==> config.mk <==
export PLATFORM = sky130hd
export DESIGN_NAME = mouse_click_wake
export DESIGN_NICKNAME = d
export VERILOG_FILES = /design/src/rtl/mcw_pkg.sv /design/src/rtl/mcw_frame_rx.sv /design/src/rtl/mcw_click_detect.sv /design/src/rtl/mcw_regs.sv /design/src/rtl/mouse_click_wake.sv
export SDC_FILE = /design/constraint.sdc
export NUM_CORES = 1
export LEC_CHECK = 0
export BUFFER_PORTS_ARGS = -buffer_cell sky130_fd_sc_hd__buf_2
export CORE_UTILIZATION = 60
export CTS_CLUSTER_DIAMETER = 120
export DETAILED_ROUTE_END_ITERATION = 7
export GPL_TIMING_DRIVEN = 0
export PLACE_DENSITY_LB_ADDON = 0.12
export SETUP_SLACK_MARGIN = 0.05
export SLEW_MARGIN = 25
export SYNTH_ARGS = -nofsm -noshare
export SYNTH_HDL_FRONTEND = slang
export SYNTH_HIERARCHICAL = 1
export SYNTH_SLANG_ARGS = --single-unit
export TNS_END_PERCENT = 20
==> constraint.sdc <==
create_clock -name clk -period 3.4 [get_ports clk]
set_clock_uncertainty 0.1 [all_clocks]
set_input_delay 0.68 -clock clk [delete_from_list [all_inputs] [get_ports clk]]
set_output_delay 0.68 -clock clk [all_outputs]
set_load 0.03 [all_outputs]
==> src/rtl/mcw_pkg.sv <==
package mcw_pkg;
  localparam logic [2:0] SEL_LEFT   = 3'd0;
  localparam logic [2:0] SEL_RIGHT  = 3'd1;
  localparam logic [2:0] SEL_MIDDLE = 3'd2;
  localparam logic [2:0] SEL_DBL    = 3'd3;

  // odd parity over data and parity bit
  function automatic logic parity_good(input logic [7:0] d, input logic p);
    return ^{d, p};
  endfunction

  // window length in clock cycles
  function automatic int unsigned window_ticks(input int unsigned steps,
                                               input int unsigned per_step);
    return steps * per_step;
  endfunction
endpackage

==> src/rtl/mcw_frame_rx.sv <==
module mcw_frame_rx (
  input  logic       clk,
  input  logic       rst_n,
  input  logic       clr,
  input  logic       line_clk,
  input  logic       line_dat,
  output logic       byte_vld,
  output logic       frame_err,
  output logic [7:0] byte_data
);
  import mcw_pkg::*;

  logic [1:0] clk_sync, dat_sync;
  logic       clk_prev;
  logic [3:0] bit_cnt;
  logic [7:0] shift_q;
  logic       par_q;
  logic       fall;

  always_ff @(posedge clk or negedge rst_n) begin
    if (!rst_n) begin
      clk_sync <= 2'b11;
      dat_sync <= 2'b11;
      clk_prev <= 1'b1;
    end else begin
      clk_sync <= {clk_sync[0], line_clk};
      dat_sync <= {dat_sync[0], line_dat};
      clk_prev <= clk_sync[1];
    end
  end

  assign fall = clk_prev && !clk_sync[1];

  always_ff @(posedge clk or negedge rst_n) begin
    if (!rst_n) begin
      bit_cnt   <= '0;
      shift_q   <= '0;
      par_q     <= 1'b0;
      byte_vld  <= 1'b0;
      frame_err <= 1'b0;
      byte_data <= '0;
    end else begin
      byte_vld  <= 1'b0;
      frame_err <= 1'b0;
      if (clr) begin
        bit_cnt <= '0;
      end else if (fall) begin
        if (bit_cnt == 4'd0) begin
          if (!dat_sync[1]) bit_cnt <= 4'd1;
        end else if (bit_cnt <= 4'd8) begin
          shift_q <= {dat_sync[1], shift_q[7:1]};
          bit_cnt <= bit_cnt + 4'd1;
        end else if (bit_cnt == 4'd9) begin
          par_q   <= dat_sync[1];
          bit_cnt <= 4'd10;
        end else begin
          bit_cnt <= '0;
          if (dat_sync[1] && parity_good(shift_q, par_q)) begin
            byte_vld  <= 1'b1;
            byte_data <= shift_q;
          end else begin
            frame_err <= 1'b1;
          end
        end
      end
    end
  end


  no_dual_pulse_chk: assert property (@(posedge clk) disable iff (!rst_n)
    !(byte_vld && frame_err));
endmodule

==> src/rtl/mcw_click_detect.sv <==
module mcw_click_detect #(
  parameter int unsigned IVL_W      = 6,
  parameter int unsigned STEP_TICKS = 2816
) (
  input  logic             clk,
  input  logic             rst_n,
  input  logic             clr,
  input  logic             byte_vld,
  input  logic             frame_err,
  input  logic [2:0]       btn_bits,
  input  logic [2:0]       sel,
  input  logic [IVL_W-1:0] interval,
  output logic             ev_pulse
);
  import mcw_pkg::*;

  localparam int unsigned MAX_TICKS = ((1 << IVL_W) - 1) * STEP_TICKS;
  localparam int unsigned TW        = $clog2(MAX_TICKS + 1);

  logic [1:0]    idx_q;
  logic [2:0]    btn_q;
  logic [TW-1:0] timer_q;
  logic [2:0]    rise;
  logic          dbl_hit, dbl_arm, ev_now;
  logic [TW-1:0] load_val;

  always_comb begin
    rise     = (byte_vld && idx_q == 2'd0) ? (btn_bits & ~btn_q) : 3'b000;
    dbl_hit  = (sel == SEL_DBL) && rise[0] && (timer_q != '0);
    dbl_arm  = (sel == SEL_DBL) && rise[0] && (timer_q == '0);
    load_val = TW'(window_ticks(int'(interval), STEP_TICKS));
    case (sel)
      SEL_LEFT:   ev_now = rise[0];
      SEL_RIGHT:  ev_now = rise[1];
      SEL_MIDDLE: ev_now = rise[2];
      SEL_DBL:    ev_now = dbl_hit;
      default:    ev_now = 1'b0;
    endcase
  end

  always_ff @(posedge clk or negedge rst_n) begin
    if (!rst_n) begin
      idx_q    <= '0;
      btn_q    <= '0;
      timer_q  <= '0;
      ev_pulse <= 1'b0;
    end else if (clr) begin
      idx_q    <= '0;
      btn_q    <= '0;
      timer_q  <= '0;
      ev_pulse <= 1'b0;
    end else begin
      ev_pulse <= ev_now;
      if (frame_err)     idx_q <= '0;
      else if (byte_vld) idx_q <= (idx_q == 2'd2) ? 2'd0 : idx_q + 2'd1;
      if (byte_vld && idx_q == 2'd0) btn_q <= btn_bits;
      if (dbl_arm)              timer_q <= load_val;
      else if (dbl_hit)         timer_q <= '0;
      else if (timer_q != '0)   timer_q <= timer_q - 1'b1;
    end
  end


  init_clear_chk: assert property (@(posedge clk) disable iff (!rst_n)
    clr |=> (timer_q == '0 && idx_q == 2'd0 && btn_q == 3'b000));

  window_bound_chk: assert property (@(posedge clk) disable iff (!rst_n)
    timer_q <= TW'(MAX_TICKS));

  unused_sel_chk: assert property (@(posedge clk) disable iff (!rst_n)
    (sel > SEL_DBL && !clr) |=> !ev_pulse);
endmodule

==> src/rtl/mcw_regs.sv <==
module mcw_regs #(
  parameter int unsigned IVL_W     = 6,
  parameter int unsigned IVL_RESET = 12
) (
  input  logic             clk,
  input  logic             rst_n,
  input  logic             we,
  input  logic [1:0]       addr,
  input  logic [7:0]       wdata,
  output logic [7:0]       rdata,
  input  logic             ev_in,
  output logic [IVL_W-1:0] interval_q,
  output logic [2:0]       sel_q,
  output logic             lock_q,
  output logic             off_q,
  output logic             iso_q,
  output logic             pme_en_q,
  output logic             status_q,
  output logic             init_pulse
);
  logic wr_ivl, wr_sel, wr_ctl, wr_sts;

  assign wr_ivl     = we && addr == 2'd0 && !lock_q;
  assign wr_sel     = we && addr == 2'd1 && !lock_q;
  assign wr_ctl     = we && addr == 2'd2;
  assign wr_sts     = we && addr == 2'd3;
  assign init_pulse = wr_ivl;

  always_ff @(posedge clk or negedge rst_n) begin
    if (!rst_n) begin
      interval_q <= IVL_W'(IVL_RESET);
      sel_q      <= 3'd0;
      lock_q     <= 1'b0;
      off_q      <= 1'b0;
      iso_q      <= 1'b0;
      pme_en_q   <= 1'b0;
      status_q   <= 1'b0;
    end else begin
      if (wr_ivl) interval_q <= wdata[IVL_W-1:0];
      if (wr_sel) sel_q <= wdata[2:0];
      if (wr_ctl) begin
        lock_q   <= lock_q | wdata[0];
        off_q    <= wdata[1];
        iso_q    <= wdata[2];
        pme_en_q <= wdata[3];
      end
      if (ev_in)                 status_q <= 1'b1;
      else if (wr_sts && wdata[0]) status_q <= 1'b0;
    end
  end

  always_comb begin
    case (addr)
      2'd0:    rdata = 8'(interval_q);
      2'd1:    rdata = {5'd0, sel_q};
      2'd2:    rdata = {4'd0, pme_en_q, iso_q, off_q, lock_q};
      default: rdata = {7'd0, status_q};
    endcase
  end


  lock_hold_chk: assert property (@(posedge clk) disable iff (!rst_n)
    (lock_q && we && addr == 2'd0) |=> $stable(interval_q));

  lock_sticky_chk: assert property (@(posedge clk) disable iff (!rst_n)
    lock_q |=> lock_q);

  status_src_chk: assert property (@(posedge clk) disable iff (!rst_n)
    $rose(status_q) |-> $past(ev_in));
endmodule

==> src/rtl/mouse_click_wake.sv <==
module mouse_click_wake #(
  parameter int unsigned IVL_W      = 6,
  parameter int unsigned IVL_RESET  = 12,
  parameter int unsigned STEP_TICKS = 2816
) (
  input  logic       clk,
  input  logic       rst_n,
  input  logic       reg_we,
  input  logic [1:0] reg_addr,
  input  logic [7:0] reg_wdata,
  output logic [7:0] reg_rdata,
  input  logic       ms_clk_i,
  input  logic       ms_dat_i,
  output logic       kbc_clk_o,
  output logic       kbc_dat_o,
  output logic       wake_o
);
  logic [IVL_W-1:0] interval;
  logic [2:0]       sel;
  logic             lock, off, iso, pme_en, status, init_pulse;
  logic             det_clr, byte_vld, frame_err, ev_pulse;
  logic [7:0]       rx_byte;

  assign det_clr   = init_pulse | off;
  assign kbc_clk_o = iso ? 1'b1 : ms_clk_i;
  assign kbc_dat_o = iso ? 1'b1 : ms_dat_i;
  assign wake_o    = status & pme_en;

  mcw_regs #(.IVL_W(IVL_W), .IVL_RESET(IVL_RESET)) u_regs (
    .clk(clk), .rst_n(rst_n), .we(reg_we), .addr(reg_addr),
    .wdata(reg_wdata), .rdata(reg_rdata), .ev_in(ev_pulse),
    .interval_q(interval), .sel_q(sel), .lock_q(lock), .off_q(off),
    .iso_q(iso), .pme_en_q(pme_en), .status_q(status),
    .init_pulse(init_pulse));

  mcw_frame_rx u_rx (
    .clk(clk), .rst_n(rst_n), .clr(det_clr),
    .line_clk(ms_clk_i), .line_dat(ms_dat_i),
    .byte_vld(byte_vld), .frame_err(frame_err), .byte_data(rx_byte));

  mcw_click_detect #(.IVL_W(IVL_W), .STEP_TICKS(STEP_TICKS)) u_det (
    .clk(clk), .rst_n(rst_n), .clr(det_clr),
    .byte_vld(byte_vld), .frame_err(frame_err), .btn_bits(rx_byte[2:0]),
    .sel(sel), .interval(interval), .ev_pulse(ev_pulse));


  iso_gate_chk: assert property (@(posedge clk) disable iff (!rst_n)
    iso |-> (kbc_clk_o && kbc_dat_o));

  off_quiet_chk: assert property (@(posedge clk) disable iff (!rst_n)
    off |=> !ev_pulse);

  wake_gate_chk: assert property (@(posedge clk) disable iff (!rst_n)
    wake_o |-> (pme_en && status));
endmodule

==> impl_metrics.env <==
export IMPL_hold_path_startpoint="u_rx/dat_sync[0]$_DFF_PN1_"
export IMPL_p_seq_frac=0.295
export IMPL_netlist_area_um2=3635
export IMPL_cts_resized=0
export IMPL_leakagePower_nw=1.854
export IMPL_syn_avg_cell_area_um2=10.95
export IMPL_worst_path_stages=8
export IMPL_cp_num_buf_inv=0
export IMPL_start_kind="flip-flop"
export IMPL_die_w_um=79.83
export IMPL_ir_drop_v=0.0006934
export IMPL_crit_type="reg -> reg"
export IMPL_arrival_ps=3140
export IMPL_die_area_um2=6373
export IMPL_cts_tree="yes"
export IMPL_slew_viol_final=0
export IMPL_drt_iter0_markers=211
export IMPL_tightestPinTransition_ps=754.6
export IMPL_grt_use_total=0.2475
export IMPL_wl_um=6792
export IMPL_hold_violations=0
export IMPL_hold_depth=0
export IMPL_ant_nets=0
export IMPL_crit_chain="ha_1, fa_1, ha_1, nor2b_1, o31a_1, o21a_1, or4_4, o211ai_2"
export IMPL_crit_fanout=5
export IMPL_vias=2641
export IMPL_clock_latency_ps=330
export IMPL_endpoint_kind="flip-flop"
export IMPL_period_needed_ps=2980
export IMPL_cts_clk_slew_worst_paths_ps=70
export IMPL_vias_per_cell=5.975
export IMPL_syn_inst=332
export IMPL_setup_slack_ps=420.2
export IMPL_outcome="completed"
export IMPL_start_util=0.6404
export IMPL_yosysWarningCount=6
export IMPL_antenna_found_initial=0
export IMPL_finalSetupViolations=0
export IMPL_cts_setup_buffers=0
export IMPL_clk_root_buffer_cell="clkbuf_8"
export IMPL_rows=27
export IMPL_final_nets=403
export IMPL_h_tree_depth=3
export IMPL_period_share=0.8764
export IMPL_rsz0062_at_grt="false"
export IMPL_final_common_cell="dfrtp_1"
export IMPL_reg2reg_from="u_regs/interval_q[3]$_DFFE_PN1P_"
export IMPL_hold_class="reg -> reg"
export IMPL_hold_buffers=0
export IMPL_drcViolationCount=0
export IMPL_final_area_um2=4060
export IMPL_grt_pass1_vias=2582
export IMPL_required_ps=3560
export IMPL_finish_utilization=0.7154
export IMPL_fmax_ghz=0.3356
export IMPL_relSlewSlack=0.4970
export IMPL_cts_buffers=9
export IMPL_critPathSlowestCell="dfstp_2"
export IMPL_pre_cts_ws_ps=313.8
export IMPL_diodes=0
export IMPL_grt_max_degree=62
export IMPL_routabilityCongestion=0.7981
export IMPL_totalNegativeSetupSlack_ps=0
export IMPL_gr_total_overflow=0
export IMPL_clk_path_buf_depth=2
export IMPL_final_cell_mix="dfrtp_1 (54), nor2_1 (28), mux2_2 (25)"
export IMPL_io_pins=26
export IMPL_reg2reg_depth=8
export IMPL_numClockSinks=61
export IMPL_wl_per_cell_um=15.37
export IMPL_switching_share=0.4019
export IMPL_crit_path_frequent_cell="ha_1"
export IMPL_drive_gt1_frac=0.2676
export IMPL_switching_power_mw=1.492
export IMPL_syn2layout_area_growth_pct=11.70
export IMPL_startpoint="u_regs/interval_q[3]$_DFFE_PN1P_"
export IMPL_placed_cell_area_um2=3836
export IMPL_p_int_mw=2.220
export IMPL_drv_cap=0
export IMPL_path_delay_family="adder cells"
export IMPL_grt_pass1_wl_um=11910
export IMPL_port_buffers=21
export IMPL_comb_power_share=0.511
export IMPL_core_um2=5675
export IMPL_dp_hpwl_um=4812
export IMPL_dieHeight_um=79.83
export IMPL_drtPass1Iterations=4
export IMPL_power_density_nw_per_um2=914.3
export IMPL_power_frac_clock=0.194
export IMPL_crit_path_max_incr_delay_ps=580
-- power groups by stage --
stage | clock network [mW] | logic (mW) | registers [mW]
2_1_floorplan | 0 | 1.54 | 1.05
6_report | 0.719 | 1.90 | 1.10
4_1_cts | 0.736 | 1.90 | 1.09
3_3_place_gp | 0 | 1.81 | 1.10
5_1_grt | 0.771 | 2.11 | 1.13
3_5_place_dp | 0 | 1.87 | 1.11
-- worst paths after layout --
path,end,slack (ps)
worst min-delay path,u_rx/dat_sync[1]$_DFF_PN1_,260
worst max register to register,u_det/timer_q[16]$_DFFE_PN0P_,420
max in group asynchronous,u_regs/status_q$_DFFE_PN0P_,2390
worst min register to register,u_rx/dat_sync[1]$_DFF_PN1_,260
worst max-delay path,u_det/timer_q[16]$_DFFE_PN0P_,420
min in group asynchronous,u_det/timer_q[5]$_DFFE_PN0P_,290
-- area by class of cell --
cell class	instances	area [um2]
plain buffers	12	68.82
clock buffers	10	137.6
clock inverters	6	86.33
fillers	432	1615
inverters	17	63.81
multi-input cells	243	1971
flip-flops and latches	61	1535
well taps	72	90.09
repair buffers	21	107.6
-- through the flow --
stage	instances	hold slack, ps	total power [mW]
floorplan	333	245.2	2.596
global placement	426	247.2	2.912
detailed placement	426	247.5	2.978
CTS	442	257.2	3.732
global route	442	264.7	4.006
finish	442	255.6	3.712
-- state kept, by name (all words and copies together), names as in the netlist, 2 cells and up --
signal,flops
u_det/timer_q,18
u_rx/shift_q,8
u_regs/interval_q,6
u_rx/bit_cnt,4
u_det/btn_q,3
u_regs/sel_q,3
u_rx/byte_data,3
u_det/idx_q,2
u_rx/clk_sync,2
u_rx/dat_sync,2
-- routing by layer --
layer	global-route usage	part of all wire	up-vias
met5	0	0	-
met4	0.06964	0.0053	0
met3	0.06743	0.053	4
met2	0.3897	0.47	65
met1	0.3361	0.48	1294
li1	-	-	1278
(Power assumes the default switching activity.)
